`config.mk`:
```
export PLATFORM = sky130hd
export DESIGN_NAME = maccsr
export DESIGN_NICKNAME = d
export VERILOG_FILES = /design/src/rtl/maccsr_pkg.sv /design/src/rtl/maccsr_rst_seq.sv /design/src/rtl/maccsr_cfg.sv /design/src/rtl/maccsr_irq.sv /design/src/rtl/maccsr.sv
export SDC_FILE = /design/constraint.sdc
export NUM_CORES = 1
export LEC_CHECK = 0
export ABC_AREA = 0
export BUFFER_PORTS_ARGS = -buffer_cell sky130_fd_sc_hd__buf_2
export CELL_PAD_IN_SITES_DETAIL_PLACEMENT = 1
export CELL_PAD_IN_SITES_GLOBAL_PLACEMENT = 1
export CORE_MARGIN = 2
export CORE_UTILIZATION = 51
export DETAILED_ROUTE_END_ITERATION = 6
export PLACE_DENSITY = 0.87
export SYNTH_ARGS = -nofsm -noshare
export SYNTH_HDL_FRONTEND = slang
export SYNTH_SLANG_ARGS = --single-unit
```
`constraint.sdc`:
```
create_clock -name clk -period 5.4 [get_ports clk]
set_input_delay 0.81 -clock clk [delete_from_list [all_inputs] [get_ports clk]]
set_output_delay 0.81 -clock clk [all_outputs]
set_load 0.1 [all_outputs]
```
`src/rtl/maccsr_pkg.sv`:
```
`timescale 1ns/1ps
package maccsr_pkg;

  localparam int DW      = 32;
  localparam int NCFG    = 6;
  localparam int A_CTRL  = 0;
  localparam int A_IEN   = 1;
  localparam int A_STAT  = 2;
  localparam int A_CFG0  = 3;

  localparam int CTRL_RST_BIT = 24;
  localparam int CTRL_TX_BIT  = 8;
  localparam int CTRL_RX_BIT  = 0;
  localparam logic [DW-1:0] CTRL_WMASK = 32'h00FF_FFFF;

  localparam int TXH_LO = 16;
  localparam int TXH_HI = 24;
  localparam int RXH_LO = 0;
  localparam int RXH_HI = 11;

  typedef enum logic [2:0] {
    CFG_TXLIST = 3'd0,
    CFG_RXLIST = 3'd1,
    CFG_FIFOTH = 3'd2,
    CFG_MAXRX  = 3'd3,
    CFG_MISS   = 3'd4,
    CFG_MDIO   = 3'd5
  } cfg_e;

  // contiguous mask of bits lo..hi
  function automatic logic [DW-1:0] span_mask(input int lo, input int hi);
    logic [DW-1:0] m;
    m = '0;
    for (int i = 0; i < DW; i++) begin
      if (i >= lo && i <= hi) m[i] = 1'b1;
    end
    return m;
  endfunction

  localparam logic [DW-1:0] TX_MASK  = span_mask(TXH_LO, TXH_HI);
  localparam logic [DW-1:0] RX_MASK  = span_mask(RXH_LO, RXH_HI);
  localparam logic [DW-1:0] EVT_MASK = TX_MASK | RX_MASK;

  function automatic logic [DW-1:0] cfg_default(input int idx);
    case (idx)
      int'(CFG_TXLIST): return 32'hFFFF_FFFC;
      int'(CFG_RXLIST): return 32'hFFFF_FFFC;
      int'(CFG_FIFOTH): return 32'h0000_0101;
      int'(CFG_MAXRX):  return 32'h0000_0800;
      int'(CFG_MISS):   return 32'h0000_7FFF;
      int'(CFG_MDIO):   return 32'h0090_0000;
      default:          return '0;
    endcase
  endfunction

  // descriptor bases are word aligned
  function automatic logic [DW-1:0] cfg_wmask(input int idx);
    if (idx == int'(CFG_TXLIST) || idx == int'(CFG_RXLIST)) return 32'hFFFF_FFFC;
    return 32'hFFFF_FFFF;
  endfunction

  // write-one-to-clear with set priority
  function automatic logic [DW-1:0] w1c_update(input logic [DW-1:0] cur,
                                               input logic [DW-1:0] clr,
                                               input logic [DW-1:0] set,
                                               input logic [DW-1:0] mask);
    return ((cur & ~clr) | set) & mask;
  endfunction

  function automatic logic any_pending(input logic [DW-1:0] stat,
                                       input logic [DW-1:0] ien,
                                       input logic [DW-1:0] mask);
    return |(stat & ien & mask);
  endfunction

endpackage

```
`src/rtl/maccsr_rst_seq.sv`:
```
`timescale 1ns/1ps
module maccsr_rst_seq #(
  parameter int RST_CYCLES = 16
) (
  input  logic clk,
  input  logic rst_n,
  input  logic start,
  output logic busy
);
  localparam int CW = $clog2(RST_CYCLES + 1);

  logic [CW-1:0] left;
  logic          last_cyc;

  assign last_cyc = busy && (left == '0);

  always_ff @(posedge clk or negedge rst_n) begin
    if (!rst_n) begin
      busy <= 1'b0;
      left <= '0;
    end else if (busy) begin
      if (last_cyc) busy <= 1'b0;
      else          left <= left - 1'b1;
    end else if (start) begin
      busy <= 1'b1;
      left <= CW'(RST_CYCLES - 1);
    end
  end

  // checker: measure the busy window independently
  logic [CW-1:0] chk_len;
  always_ff @(posedge clk or negedge rst_n) begin
    if (!rst_n)    chk_len <= '0;
    else if (busy) chk_len <= chk_len + 1'b1;
    else           chk_len <= '0;
  end

  a_r2_reset_length: assert property (@(posedge clk) disable iff (!rst_n)
    $fell(busy) |-> chk_len == CW'(RST_CYCLES));

  a_r2_start_busy: assert property (@(posedge clk) disable iff (!rst_n)
    (start && !busy) |=> busy);

endmodule

```
`src/rtl/maccsr_cfg.sv`:
```
`timescale 1ns/1ps
module maccsr_cfg
  import maccsr_pkg::*;
#(
  parameter int N  = NCFG,
  parameter int IW = 3
) (
  input  logic                  clk,
  input  logic                  rst_n,
  input  logic                  clr,
  input  logic                  we,
  input  logic [IW-1:0]         idx,
  input  logic [DW-1:0]         wdata,
  output logic [N-1:0][DW-1:0]  q
);

  for (genvar g = 0; g < N; g++) begin : g_word
    always_ff @(posedge clk or negedge rst_n) begin
      if (!rst_n)                      q[g] <= cfg_default(g);
      else if (clr)                    q[g] <= cfg_default(g);
      else if (we && idx == IW'(g))    q[g] <= wdata & cfg_wmask(g);
    end

    a_r4_cfg_restore: assert property (@(posedge clk) disable iff (!rst_n)
      clr |=> q[g] == cfg_default(g));
  end

endmodule

```
`src/rtl/maccsr_irq.sv`:
```
`timescale 1ns/1ps
module maccsr_irq
  import maccsr_pkg::*;
(
  input  logic          clk,
  input  logic          rst_n,
  input  logic          clr,
  input  logic          ien_we,
  input  logic          stat_we,
  input  logic [DW-1:0] wdata,
  input  logic [DW-1:0] sts_set,
  output logic [DW-1:0] ien_q,
  output logic [DW-1:0] stat_q,
  output logic          irq_tx,
  output logic          irq_rx
);

  logic [DW-1:0] set_eff;
  logic [DW-1:0] clr_eff;

  assign set_eff = sts_set & EVT_MASK;
  assign clr_eff = stat_we ? (wdata & EVT_MASK) : '0;

  always_ff @(posedge clk or negedge rst_n) begin
    if (!rst_n) begin
      ien_q  <= '0;
      stat_q <= '0;
    end else if (clr) begin
      ien_q  <= '0;
      stat_q <= '0;
    end else begin
      if (ien_we) ien_q <= wdata & EVT_MASK;
      stat_q <= w1c_update(stat_q, clr_eff, set_eff, EVT_MASK);
    end
  end

  assign irq_tx = any_pending(stat_q, ien_q, TX_MASK);
  assign irq_rx = any_pending(stat_q, ien_q, RX_MASK);

  a_r8_set_wins: assert property (@(posedge clk) disable iff (!rst_n)
    (!clr && |set_eff) |=> (stat_q & $past(set_eff)) == $past(set_eff));

  a_r7_clear_ones: assert property (@(posedge clk) disable iff (!rst_n)
    (!clr && stat_we) |=> (stat_q & $past(clr_eff & ~set_eff)) == '0);

  a_r4_irq_quiet: assert property (@(posedge clk) disable iff (!rst_n)
    clr |=> (!irq_tx && !irq_rx));

endmodule

```
`src/rtl/maccsr.sv`:
```
`timescale 1ns/1ps
module maccsr
  import maccsr_pkg::*;
#(
  parameter int ADDR_W     = 4,
  parameter int RST_CYCLES = 16
) (
  input  logic              clk,
  input  logic              rst_n,
  input  logic              reg_we,
  input  logic [ADDR_W-1:0] reg_addr,
  input  logic [DW-1:0]     reg_wdata,
  output logic [DW-1:0]     reg_rdata,
  input  logic [DW-1:0]     sts_set,
  output logic              tx_en,
  output logic              rx_en,
  output logic              irq_tx,
  output logic              irq_rx
);
  localparam int IW = $clog2(NCFG);

  logic                  rst_busy;
  logic                  wr_ok;
  logic                  hit_ctrl, hit_ien, hit_stat, hit_cfg;
  logic                  rst_start;
  logic                  clr_all;
  logic [IW-1:0]         cfg_idx;
  logic [DW-1:0]         ctrl_q;
  logic [DW-1:0]         ien_q, stat_q;
  logic [NCFG-1:0][DW-1:0] cfg_q;

  assign hit_ctrl  = int'(reg_addr) == A_CTRL;
  assign hit_ien   = int'(reg_addr) == A_IEN;
  assign hit_stat  = int'(reg_addr) == A_STAT;
  assign hit_cfg   = (int'(reg_addr) >= A_CFG0) && (int'(reg_addr) < A_CFG0 + NCFG);
  assign cfg_idx   = IW'(int'(reg_addr) - A_CFG0);

  assign wr_ok     = reg_we && !rst_busy;
  assign rst_start = wr_ok && hit_ctrl && reg_wdata[CTRL_RST_BIT];
  assign clr_all   = rst_start || rst_busy;

  maccsr_rst_seq #(.RST_CYCLES(RST_CYCLES)) u_rst (
    .clk   (clk),
    .rst_n (rst_n),
    .start (rst_start),
    .busy  (rst_busy)
  );

  maccsr_cfg #(.N(NCFG), .IW(IW)) u_cfg (
    .clk   (clk),
    .rst_n (rst_n),
    .clr   (clr_all),
    .we    (wr_ok && hit_cfg),
    .idx   (cfg_idx),
    .wdata (reg_wdata),
    .q     (cfg_q)
  );

  maccsr_irq u_irq (
    .clk     (clk),
    .rst_n   (rst_n),
    .clr     (clr_all),
    .ien_we  (wr_ok && hit_ien),
    .stat_we (wr_ok && hit_stat),
    .wdata   (reg_wdata),
    .sts_set (sts_set),
    .ien_q   (ien_q),
    .stat_q  (stat_q),
    .irq_tx  (irq_tx),
    .irq_rx  (irq_rx)
  );

  always_ff @(posedge clk or negedge rst_n) begin
    if (!rst_n)               ctrl_q <= '0;
    else if (clr_all)         ctrl_q <= '0;
    else if (wr_ok && hit_ctrl) ctrl_q <= reg_wdata & CTRL_WMASK;
  end

  assign tx_en = ctrl_q[CTRL_TX_BIT];
  assign rx_en = ctrl_q[CTRL_RX_BIT];

  always_comb begin
    reg_rdata = '0;
    if (!rst_busy) begin
      if (hit_ctrl)      reg_rdata = ctrl_q;
      else if (hit_ien)  reg_rdata = ien_q;
      else if (hit_stat) reg_rdata = stat_q;
      else if (hit_cfg)  reg_rdata = cfg_q[cfg_idx];
    end
  end

  a_r3_read_zero: assert property (@(posedge clk) disable iff (!rst_n)
    rst_busy |-> reg_rdata == '0);

  a_r2_ctrl_clean: assert property (@(posedge clk) disable iff (!rst_n)
    $fell(rst_busy) |-> (ctrl_q == '0 && !tx_en && !rx_en));

  a_r5_en_follow: assert property (@(posedge clk) disable iff (!rst_n)
    (wr_ok && hit_ctrl && !reg_wdata[CTRL_RST_BIT]) |=>
      (tx_en == $past(reg_wdata[CTRL_TX_BIT]) && rx_en == $past(reg_wdata[CTRL_RX_BIT])));

  a_r4_no_write_busy: assert property (@(posedge clk) disable iff (!rst_n)
    (rst_busy && $past(rst_busy)) |-> (ien_q == '0 && stat_q == '0));

endmodule

```
# After elaboration in Yosys (flattened, before gate mapping)
# Index checks and enable logic that the tools add are counted.
[word_totals]
latch_bits = 0
rom_bits = 0
regBits = 287
out_inout_bits = 36
memories = 0
inputBits = 71
ram_bits = 0
word_cells = 90
[op_classes]
reduce_logical = 31
n_mux = 31
n_div = 0
addsub = 2
n_shift = 0
n_mul = 0
n_lt_le_gt_ge = 3
eq_ne = 8
n_bitwise = 4
[ops]
columns = ["cell", "n"]
rows = [
  ["32-bit 2-to-1 mux", 22],
  ["32-bit binary-select mux with 3-bit select", 1],
  ["25-bit AND", 2],
  ["25-bit 2-to-1 mux", 2],
  ["25-bit NOT", 1],
  ["25-bit OR", 1],
  ["2-bit nonzero test", 9],
  ["5-bit 2-to-1 mux", 3],
  ["1-bit logical AND", 14],
  ["12-bit OR reduction", 1],
  ["9-bit OR reduction", 1],
  ["3-bit by 2-bit equality test with 1-bit output (second input constant)", 2],
  ["3-bit equality test (second input constant)", 2],
  ["5-bit zero test", 1],
  ["5-bit by 1-bit subtractor with 5-bit output (second input constant)", 1],
  ["4-bit by 2-bit equality test with 1-bit output (second input constant)", 1],
  ["4-bit by 3-bit equality test with 1-bit output (second input constant)", 1],
  ["4-bit by 2-bit greater-or-equal comparator with 1-bit output (second input constant)", 1],
  ["4-bit zero test", 1],
  ["3-bit by 4-bit less-than comparator with 1-bit output (second input constant)", 1],
  ["4-bit less-than comparator (second input constant)", 1],
  ["3-bit by 1-bit equality test with 1-bit output (second input constant)", 1],
  ["3-bit zero test", 1],
  ["1-bit 2-to-1 mux", 3],
  ["5 further kinds", 5],
]

# Logic depth before layout (Yosys ltp)
# Gate-level depths: netlist of run 1.
[depth]
word_depth = 8
depth_mapped = 12
ltp_nobuf = 6

# Hierarchy
# Synthesis of run 1 repeated with hierarchy kept, for this count alone.
[unflattened]
hier_cells = 1244
hier_area_um2 = 13930.9
[by_module_without_submodules]
columns = ["module", "cells_each", "seq_area_each_um2", "instances", "area_per_inst_um2"]
rows = [
  ["maccsr_cfg", 694, 4804.6, 1, 8451.9],
  ["maccsr", 330, 600.6, 1, 3219.3],
  ["maccsr_irq", 192, 1051.0, 1, 1966.9],
  ["maccsr_rst_seq", 28, 150.1, 1, 292.8],
]

# Least setup slack after synthesis of run 1
# No wires, ideal clock.
[synth_timing]
path_type = "input-to-output"
startpoint = "in reg_addr[0]"
endpoint = "out reg_rdata[12]"
path_slack_ns = -0.200
t_required_ns = 4.590
path_stages = 9
t_arrival_ns = 4.790
n_path_buf = 3
path_cell_list = "buf_2 buf_2 buf_2 inv_1 ha_1 nand2b_1 a22oi_2 or3b_1 o21ai_0"
[synth_between]
elab_chain_len = 8
word_cells_on_any_way = 14
cone_classes = "add/sub: 1; order compare: 2; eq/ne: 2; mux: 7; reduce/logical: 2"
[synth_lines]
columns = ["element", "line_no", "text"]
rows = [
  ["from (decl)", "maccsr.sv:11", "input logic [ADDR_W-1:0] reg_addr,"],
  ["3-bit by 2-bit subtractor with 3-bit output", "maccsr.sv:36", "assign cfg_idx = IW'(int'(reg_addr) - A_CFG0);"],
  ["32-bit binary-select mux with 3-bit select", "maccsr.sv:88", "else if (hit_cfg) reg_rdata = cfg_q[cfg_idx];"],
  ["32-bit 2-to-1 mux (not written as such)", "maccsr.sv:88", ""],
  ["32-bit 2-to-1 mux", "maccsr.sv:88", ""],
  ["32-bit 2-to-1 mux", "maccsr.sv:87", "else if (hit_stat) reg_rdata = stat_q;"],
  ["32-bit 2-to-1 mux", "maccsr.sv:86", "else if (hit_ien) reg_rdata = ien_q;"],
  ["32-bit 2-to-1 mux (*)", "maccsr.sv:85", "if (hit_ctrl) reg_rdata = ctrl_q;"],
  ["32-bit 2-to-1 mux (*)", "maccsr.sv:84", "if (!rst_busy) begin"],
  ["to (decl)", "maccsr.sv:13", "output logic [DW-1:0] reg_rdata,"],
]
# Every way passes the cells marked *; elsewhere a longest branch is shown, timed or not. The select of a mux whose other input is x is not followed.

# Final worst setup path of run 1
[layout_timing]
startpoint = "in reg_addr[0]"
endpoint = "out reg_rdata[10]"
# The elaborated chain is that of the path after synthesis.

==> results of run 1 <==
cells in the mapped netlist (6+ instances only):
cell type | n | area (um2)
nand2_1 | 278 | 1040
nand3_1 | 109 | 546
a221oi_1 | 6 | 52.6
o22ai_1 | 58 | 363
mux2i_1 | 134 | 1340
nor3_1 | 8 | 40.0
ha_1 | 10 | 125
a21boi_0 | 22 | 165
nand2b_1 | 6 | 37.5
o21ai_0 | 28 | 140
a22o_1 | 28 | 245
dfrtp_1 | 180 | 4500
clkbuf_1 | 60 | 225
inv_1 | 8 | 30.0
buf_6 | 9 | 101
o21a_1 | 23 | 173
a31oi_1 | 7 | 43.8
nand3b_1 | 17 | 128
mux4_2 | 11 | 248
a21oi_1 | 89 | 445
dfstp_2 | 80 | 2100
buf_2 | 58 | 290
nor2_1 | 100 | 375
o21ai_1 | 15 | 75.1
through the flow:
stage | cells | util [%]
after CTS | 1762 | 58.3
after detailed placement | 1706 | 54.4
after global placement | 1706 | 54.4
after floorplan | 1384 | -
after global routing | 1762 | 58.3
final | 1762 | 58.3
worst max-delay path: cells and delay by family:
| kind | cells | cell delay, ns |
|---|---|---|
| buf+inv | 3 | 1.39 |
| compound gates | 3 | 0.78 |
| simple gates | 1 | 0.65 |
sequential cells by signal (all words and copies together) (netlist names):
register,flops
u_rst.busy,1
u_irq.ien_q,21
ctrl_q,24
u_cfg.q,188
u_rst.left,5
u_irq.stat_q,21
metal layers:
metal | wire length [um] | vias up | track usage (%)
met1 | 18000 | 5705 | 42.0
met2 | 20200 | 436 | 52.5
li1 | - | 4868 | -
met5 | 8 | - | 0
met3 | 2610 | 95 | 4.57
met4 | 1210 | 2 | 10.6
power by group:
| part | total (uW) | leakage (uW) | internal (uW) | switching (uW) |
|---|---|---|---|---|
| combinational | 2520 | 0.00292 | 805 | 1720 |
| sequential | 3180 | 0.00320 | 2730 | 447 |
| clock | 2070 | 0.000491 | 1220 | 856 |
cells by family (layout without fill, tap and decap cells):
| group | after synthesis | after routing |
|---|---|---|
| and+or+nand+nor | 532 | 532 |
| buffers and inverters | 141 | 189 |
| DFF | 260 | 260 |
| adders and majority gates | 10 | 10 |
| xor gates and xnor gates | 2 | 2 |
| AOI/OAI and AO/OA | 293 | 293 |
| muxes | 146 | 146 |
worst min-delay path by stage:
stage	end	slack (ns)	cells past startpoint	startpoint
3_5_place_dp	u_cfg.q[141]$_DFFE_PN1P_	0.48	2	u_cfg.q[141]$_DFFE_PN1P_
2_1_floorplan	u_cfg.q[28]$_DFFE_PN1P_	0.46	2	u_cfg.q[28]$_DFFE_PN1P_
6_report	ctrl_q[3]$_DFFE_PN0P_	0.30	1	rst_n
3_3_place_gp	u_cfg.q[28]$_DFFE_PN1P_	0.47	2	u_cfg.q[28]$_DFFE_PN1P_
4_1_cts	u_irq.ien_q[10]$_DFFE_PN0P_	0.39	1	rst_n
5_1_grt	ctrl_q[7]$_DFFE_PN0P_	0.39	1	rst_n
area by class of cell:
cell class                 count  area (um2)  share of cell area (%)
sequential                   260        6610                    44.8
multi-input combinational    983        5940                    40.3
clock buffer                  45         877                    5.95
timing repair buffer         125         738                    5.01
tap                          330         413                    2.80
clock inverter                11         128                   0.866
inverter                       8        30.0                   0.204
==> results.cfg, run 1 <==
[critical_path]
r2r-start = u_rst.busy$_DFF_PN0_
crit_slowest_cell = buf_4
r2r_cells = 5
critPathArrivalTime_ns = 3.65
cp_max_fo = 46
rrSetupSlack_ns = 2.51
r2r_end = u_cfg.q[182]$_DFFE_PN0P_
startpoint_type = input port
crit_path_end_kind = primary output
cp.required_ns = 4.59
critical_path_class = input port to primary output
cpMostUsedCell = o22ai_1
path_cells = buf_4 > buf_4 > nand2b_1 > o22ai_1 > o22ai_1 > o22ai_1 > buf_2
slowest_delay_ns = 0.71
crit_start = reg_addr[0]
crit_end = reg_rdata[10]

[power]
irDropWorstVdd_mv = 0.427
powerDensity_mw_per_mm2 = 528
leakage_uw = 0.00660
p_total_uw = 7780

[synthesis]
synth-xor-area-share_pct = 0.133
synth_area_mm2 = 0.0132
async_flop_share_pct = 100
synth_cell_types = 51
ys_warn_count = 0
synth_adder_area_share_pct = 0.949
synth_compound_area_share_pct = 14.2
synth_top_family_by_area = simple AND/OR/NAND/NOR gates
ys_seq_area_share_pct = 50.1
synth_nets = 1465
synthMuxAreaShare_pct = 12.1
synth_flop_cell = dfrtp_1
synth_area_per_cell_um2 = 9.52
syn_inst = 1384
synth_enable_flop_cells = 0
yosys.area_share.simple_pct = 17.2
synth-seq-cells = 260

[routing]
drt_iter0_drc = 1011
wl_per_cell_um = 23.8
firstDrtPassIters = 6
vias_per_cell = 6.30
ant_nets = 0
num_vias = 11100
routed_wl_mm = 42.0
drc_errors = 0

[status]
status = finished, final reports clean

[timing]
fin_tns_setup_ns = 0
final.period_utilization_pct = 82.7
whs_ns = 0.304
finClkSkew_ns = 0.0170
slew_viol_final = 0
min_period_ns = 4.46
clock.fmax_mhz = 224
worst_slew_pin_slew_ns = 1.23
finalHoldViolations = 0
setup_viol = 0
rsz0062_at_grt = no
slew_headroom_pct = 17.5
layout_setup_ws_ns = 0.936

[clocking]
clk_latency_ns = 0.57
cts_root_buffer = clkbuf_16
h-tree-depth = 1
cts_hold_buf = 0
postCtsResizedCells = 0
clock-sinks = 260
cts.clk_slew.worst_paths_ns = 0.06
postCtsSetupRepairBufs = 0
cts_buffer_depth = 3
cts_tree = yes
cts_buffers = 30

[grt]
grt_max_degree = 122
first_global_vias = 11700
grt_pass1_wl_mm = 66.1
grt_antenna_before_repair = 1
grt_usage_pct = 31.4
grt_overflow = 0

[flow_run]
max_cap_viol_count = 0

[floorplan]
pin_count = 107
die-height_um = 165
rows = 58
core_mm2 = 0.0253
fp.dieW_um = 165
start_util_pct = 52.2
design.die.area_mm2 = 0.0271

[finish]
syn2layout_area_growth_pct = 11.8
stdcell_area_mm2 = 0.0147
final_cell_mix = 278 x nand2_1, 180 x dfrtp_1, 134 x mux2i_1
fillCellCount = 2809
antenna_cells = 0
final_common_cell = nand2_1
final_layout_size_suffix_gt1_share_pct = 19.7
layout.nets = 1489

[placement]
placed_cell_area_mm2 = 0.0137
gp_congestion = 0.812
dp_hpwl_mm = 25.9
dp_slack_ns = 1.03
io_buffers = 95

[hold_path]
hp-class = input port to asynchronous set/reset pin
Note: power is estimated with default switching activity, not from simulation.
==> inputs of run 2 (changes only) <==
Settings changed: ABC_AREA 0 to 1, CORE_UTILIZATION 51 to 40, PLACE_DENSITY 0.87 to 0.77.
Clock period 5.4 ns to 3.9 ns, I/O delays scaled along.
==> run 2 against run 1 <==
  * Flip-flop and latch count stayed put
  * Highest routed layer is now met4
  * Worst setup slack worse by 0.51 ns
  * Register-to-register slack worse by 1.3 ns
  * Non-clock buffer count rose by 19
  * Clock-buffer cell count grew 6
  * Routed wire length increased by 7.4%
  * Worst hold slack got worse by 0.23 ns
  * Sequential share of layout area is 3.8 points lower
==> results.cfg, run 2 <==
[timing]
min_period_ns = 3.47
setup_viol = 0
worst_slew_pin_slew_ns = 0.935
finClkSkew_ns = 0.00719
slew_viol_final = 0
layout_setup_ws_ns = 0.430
final.period_utilization_pct = 89.0
slew_headroom_pct = 37.7
finalHoldViolations = 0
rsz0062_at_grt = no
clock.fmax_mhz = 288

[finish]
layout.nets = 1972
fin_util_pct = 48.4
final_layout_size_suffix_gt1_share_pct = 16.6
antenna_cells = 0
largest_reg_flops = 188
stdcell_area_mm2 = 0.0161
largestRegisters = u_cfg.q x188, ctrl_q x24
final_common_cell = nand2_1
largest-register = u_cfg.q
final_cell_mix = 509 x nand2_1, 252 x inv_1, 216 x nor2_1
syn2layout_area_growth_pct = 20.2

[routing]
ant_nets = 0
routed_wl_mm = 45.1
firstDrtPassIters = 5
drt_iter0_drc = 620
num_vias = 12500
wl_per_cell_um = 19.1
vias_per_cell = 5.29
drc_errors = 0

[critical_path]
slowest_delay_ns = 0.39
cpMostUsedCell = nor2_1
cp_max_fo = 16
worst-path-buf-inv = 5
critPathArrivalTime_ns = 2.89
cp.required_ns = 3.31
crit_slowest_cell = nor2_1
critical-path-top-delay-family = simple AND/OR/NAND/NOR gates
path_cells = buf_4 > inv_2 > ha_1 > nand2_4 > inv_1 > nor2_1 > nand2_1 > nor2_1 > inv_1 > nor2_1 > buf_12
crit_path_end_kind = primary output
critical_path_class = input port to primary output
startpoint_type = input port

[status]
status = finished, final reports clean

[synthesis]
synth_top_area_share_pct = 33.6
synth_top_family_by_area = simple AND/OR/NAND/NOR gates
synthTopCellsByArea = dfrtp_1 34%, dfstp_2 16%, nand2_1 14%
ys_seq_area_share_pct = 49.3
synth_enable_flop_cells = 0
synthMostInstantiatedCell = nand2_1
synth_adder_area_share_pct = 0.934
synthTopCellsByCount = 511 x nand2_1, 253 x inv_1, 222 x nor2_1
yosys.area_share.simple_pct = 24.3
synth_area_per_cell_um2 = 7.36
ys_warn_count = 0
synth-seq-cells = 260
syn_inst = 1820
synth_compound_area_share_pct = 14.7
synthMuxAreaShare_pct = 0
synth_flop_cell = dfrtp_1
synth_nets = 1901
synth_top_cell_by_area = dfrtp_1
synth-xor-area-share_pct = 0
async_flop_share_pct = 100
synth_area_mm2 = 0.0134
synth_cell_types = 34

[grt]
grt_pass1_wl_mm = 72.8
grt_usage_pct = 26.2
grt_overflow = 0
grt_antenna_before_repair = 0
first_global_vias = 13600
grt_max_degree = 109

[clocking]
cts_root_buffer = clkbuf_16
cts_tree = yes
cts_hold_buf = 0
postCtsSetupRepairBufs = 0
cts_buffers = 31
h-tree-depth = 1
clk_latency_ns = 0.56
clock-sinks = 260
postCtsResizedCells = 0
cts_buffer_depth = 3
cts.clk_slew.worst_paths_ns = 0.05

[placement]
io_buffers = 95
dp_hpwl_mm = 29.6
gp_congestion = 0.816
placed_cell_area_mm2 = 0.0151
dp_slack_ns = 0.463

[floorplan]
design.die.area_mm2 = 0.0350
pin_count = 107
fp.dieW_um = 187
die-height_um = 187
core_mm2 = 0.0333
rows = 67
start_util_pct = 40.3

[hold_path]
hp-class = input port to asynchronous set/reset pin

[power]
leakage_uw = 0.00759
powerDensity_mw_per_mm2 = 775
irDropWorstVdd_mv = 0.444
p_total_uw = 12500

[flow_run]
max_cap_viol_count = 0
run 2: cell types whose count changed after synthesis, sizes merged, moves of 55 or more:
cell | previous run | this run
mux2i | 134 | 0
nand2 | 278 | 515
inv | 8 | 259
o21ai | 43 | 238
nor2 | 102 | 224
o22ai | 58 | 3
run 2: routing by layer:
layer,track usage (%),vias up,share of wire [%]
met2,47.7,247,51
met4,9.22,0,3.5
li1,-,5815,-
met1,32.0,6340,42
met5,0,-,0
met3,2.95,90,3.4
run 2: path summary, 6_finish.rpt:
| kind | from | endpoint | slack [ns] | depth (start not counted) |
|---|---|---|---|---|
| worst max-delay path | reg_addr[0] | reg_rdata[29] | 0.43 | 11 |
| worst min-delay path | rst_n | u_cfg.q[78]$_DFFE_PN0P_ | 0.07 | 1 |
| worst max register to register | u_rst.busy$_DFF_PN0_ | u_cfg.q[188]$_DFFE_PN0P_ | 1.24 | 8 |
| worst min register to register | u_cfg.q[180]$_DFFE_PN1P_ | u_cfg.q[180]$_DFFE_PN1P_ | 0.48 | 2 |
| max in group asynchronous | rst_n | u_cfg.q[23]$_DFFE_PN1P_ | 2.78 | 2 |
| min in group clk | sts_set[3] | u_irq.stat_q[3]$_DFF_PN0_ | 0.26 | 3 |
run 2: cell families (layout without fill, tap and decap cells):
logic type      after synthesis  count (layout)
simple gates                828             828
compound gates              356             356
flops                       260             260
fa+ha+maj                    10              10
buf+inv                     366             461
run 2: power by group:
group / internal, uW / switching (uW) / leakage [uW]
logic: 1540 / 3700 / 0.00401
clock network: 1660 / 1140 / 0.000468
registers: 3970 / 465 / 0.00311
total: 7170 / 5310 / 0.00759
run 2: area by class of cell:
type	instances	area, um2
tap	448	561
clock inverter	6	83.8
sequential	260	6610
inverter	260	976
clock buffer	51	881
timing repair buffer	144	1360
fill	4154	17200
multi-input combinational	1194	5640
run 2: through the flow:
stage / std cells / hold slack, ns / setup TNS, ns
floorplan: 1820 / 0.289 / -1.99
global placement: 2306 / 0.467 / 0
detailed placement: 2306 / 0.474 / 0
CTS: 2363 / 0.139 / 0
global route: 2363 / 0.170 / 0
finish: 2363 / 0.0739 / 0
==> inputs of run 3 (changes only) <==
Settings changed: RECOVER_POWER set to 50.
==> run 3 against run 2 <==
  * The flow now finishes with violations (capacitance limit, slew limit)
  * Clock-buffer cell count did not move
  * Non-clock buffer count unchanged
  * Worst setup slack worse by 0.047 ns
  * Largest cell class unchanged
  * Highest routed layer unchanged
==> results.cfg, run 3 (synthesis results as in run 2) <==
[flow_run]
max_cap_viol_count = 1

[power]
leakage_uw = 0.00757
irDropWorstVdd_mv = 0.447
powerDensity_mw_per_mm2 = 776
p_total_uw = 12500

[finish]
layout.nets = 1972
final_common_cell = nand2_1
instances_no_fill = 2363
final_layout_size_suffix_gt1_share_pct = 16.1
antenna_cells = 0
largest_reg_flops = 188
regArea_mm2 = 0.00661
multi_input_area_mm2 = 0.00563
final_cell_mix = 509 x nand2_1, 254 x inv_1, 216 x nor2_1
fin_util_pct = 48.3
largestRegisters = u_cfg.q x188, ctrl_q x24
fillCellCount = 4154
largest-register = u_cfg.q
syn2layout_area_growth_pct = 19.9

[grt]
first_global_vias = 13600
grt_use_met1_pct = 32.0
grt_antenna_before_repair = 0
grt_max_degree = 109
use_met3_pct = 2.95
grt_pass1_wl_mm = 72.8
grt_usage_pct = 26.2
use_met2_pct = 47.7
busiest_layer = met2
grt_overflow = 0

[clocking]
cts_tree = yes
postCtsSetupRepairBufs = 0
clock-sinks = 260
cts_root_buffer = clkbuf_16
cts_buffer_depth = 3
clk_latency_ns = 0.56
postCtsResizedCells = 0
cts_hold_buf = 0
cts_buffers = 31
cts.clk_slew.worst_paths_ns = 0.06
h-tree-depth = 1

[routing]
drt_iter0_drc = 616
drc_errors = 0
num_vias = 12500
vias_per_cell = 5.28
ant_nets = 0
routed_wl_mm = 45.2
firstDrtPassIters = 5
wl_per_cell_um = 19.1

[floorplan]
pin_count = 107
start_util_pct = 40.3
fp.dieW_um = 187
core_mm2 = 0.0333
design.die.area_mm2 = 0.0350
rows = 67
die-height_um = 187

[placement]
io_buffers = 95
place_inst = 2306
dp_hpwl_mm = 29.6
gp_congestion = 0.816
dp_slack_ns = 0.463

[critical_path]
crit_path_end_kind = primary output
crit_start = reg_addr[0]
critPathArrivalTime_ns = 2.93
cp_max_fo = 16
startpoint_type = input port
critical_path_class = input port to primary output
r2r-start = u_rst.busy$_DFF_PN0_
cp.required_ns = 3.31

[timing]
finalHoldViolations = 0
worst_slew_pin_slew_ns = 2.97
final.period_utilization_pct = 90.2
setup_viol = 0
layout_setup_ws_ns = 0.383
min_period_ns = 3.52
slew_viol_final = 109
slew_headroom_pct = -97.8
whs_ns = 0.253
clock.fmax_mhz = 284
finClkSkew_ns = 0.00735
rsz0062_at_grt = no

[status]
violations = capacitance limit, slew limit
status = complete, but fails checks

[hold_path]
min_from = sts_set[3]
hp-class = input port to flip-flop
-- run 3: changes by cell type in the layout (fill, tap and decap cells not counted), sizes merged --
cell / before / now
buf: 144 / 132
clkbuf: 51 / 63
-- run 3: metrics by stage --
stage / area (um2) / setup TNS, ns
final: 16100 / 0
after global routing: 16100 / 0
after CTS: 16100 / 0
after detailed placement: 15100 / 0
after global placement: 15100 / 0
after floorplan: 13700 / -1.99
-- run 3: layout make-up --
cell class / instances / area share, %
inverter: 260 / 6.08
multi-input combinational: 1194 / 35.1
tap: 448 / 3.49
timing repair buffer: 144 / 8.23
clock inverter: 6 / 0.522
sequential: 260 / 41.1
clock buffer: 51 / 5.48
-- run 3: critical path: stages --
cell	delay [ns]
buf_4	0.22
inv_1	0.14
ha_1	0.29
nand2_4	0.20
inv_1	0.09
nor2_1	0.14
nand2_1	0.07
nor2_1	0.39
inv_1	0.28
nor2_1	0.30
buf_12	0.22
-- run 3: layer usage --
layer	wire (um)	up-vias
met3	1590	90
li1	-	5820
met5	0	-
met1	19000	6326
met2	23100	244
met4	1540	0
-- run 3: power by group --
| group | total, uW | switching (uW) | internal (uW) |
|---|---|---|---|
| logic | 5230 | 3700 | 1530 |
| registers | 4440 | 467 | 3970 |
| clock network | 2800 | 1140 | 1660 |
| total | 12500 | 5310 | 7160 |
-- run 3: path summary, 6_finish.rpt --
kind	depth (start not counted)	to	slack (ns)
max	11	reg_rdata[29]	0.38
min	3	u_irq.stat_q[3]$_DFF_PN0_	0.25
max reg2reg	8	u_cfg.q[188]$_DFFE_PN0P_	1.24
min reg2reg	2	u_cfg.q[180]$_DFFE_PN1P_	0.48
max in group asynchronous	2	ctrl_q[17]$_DFFE_PN0P_	0.79
min in group asynchronous	1	u_cfg.q[78]$_DFFE_PN0P_	0.93
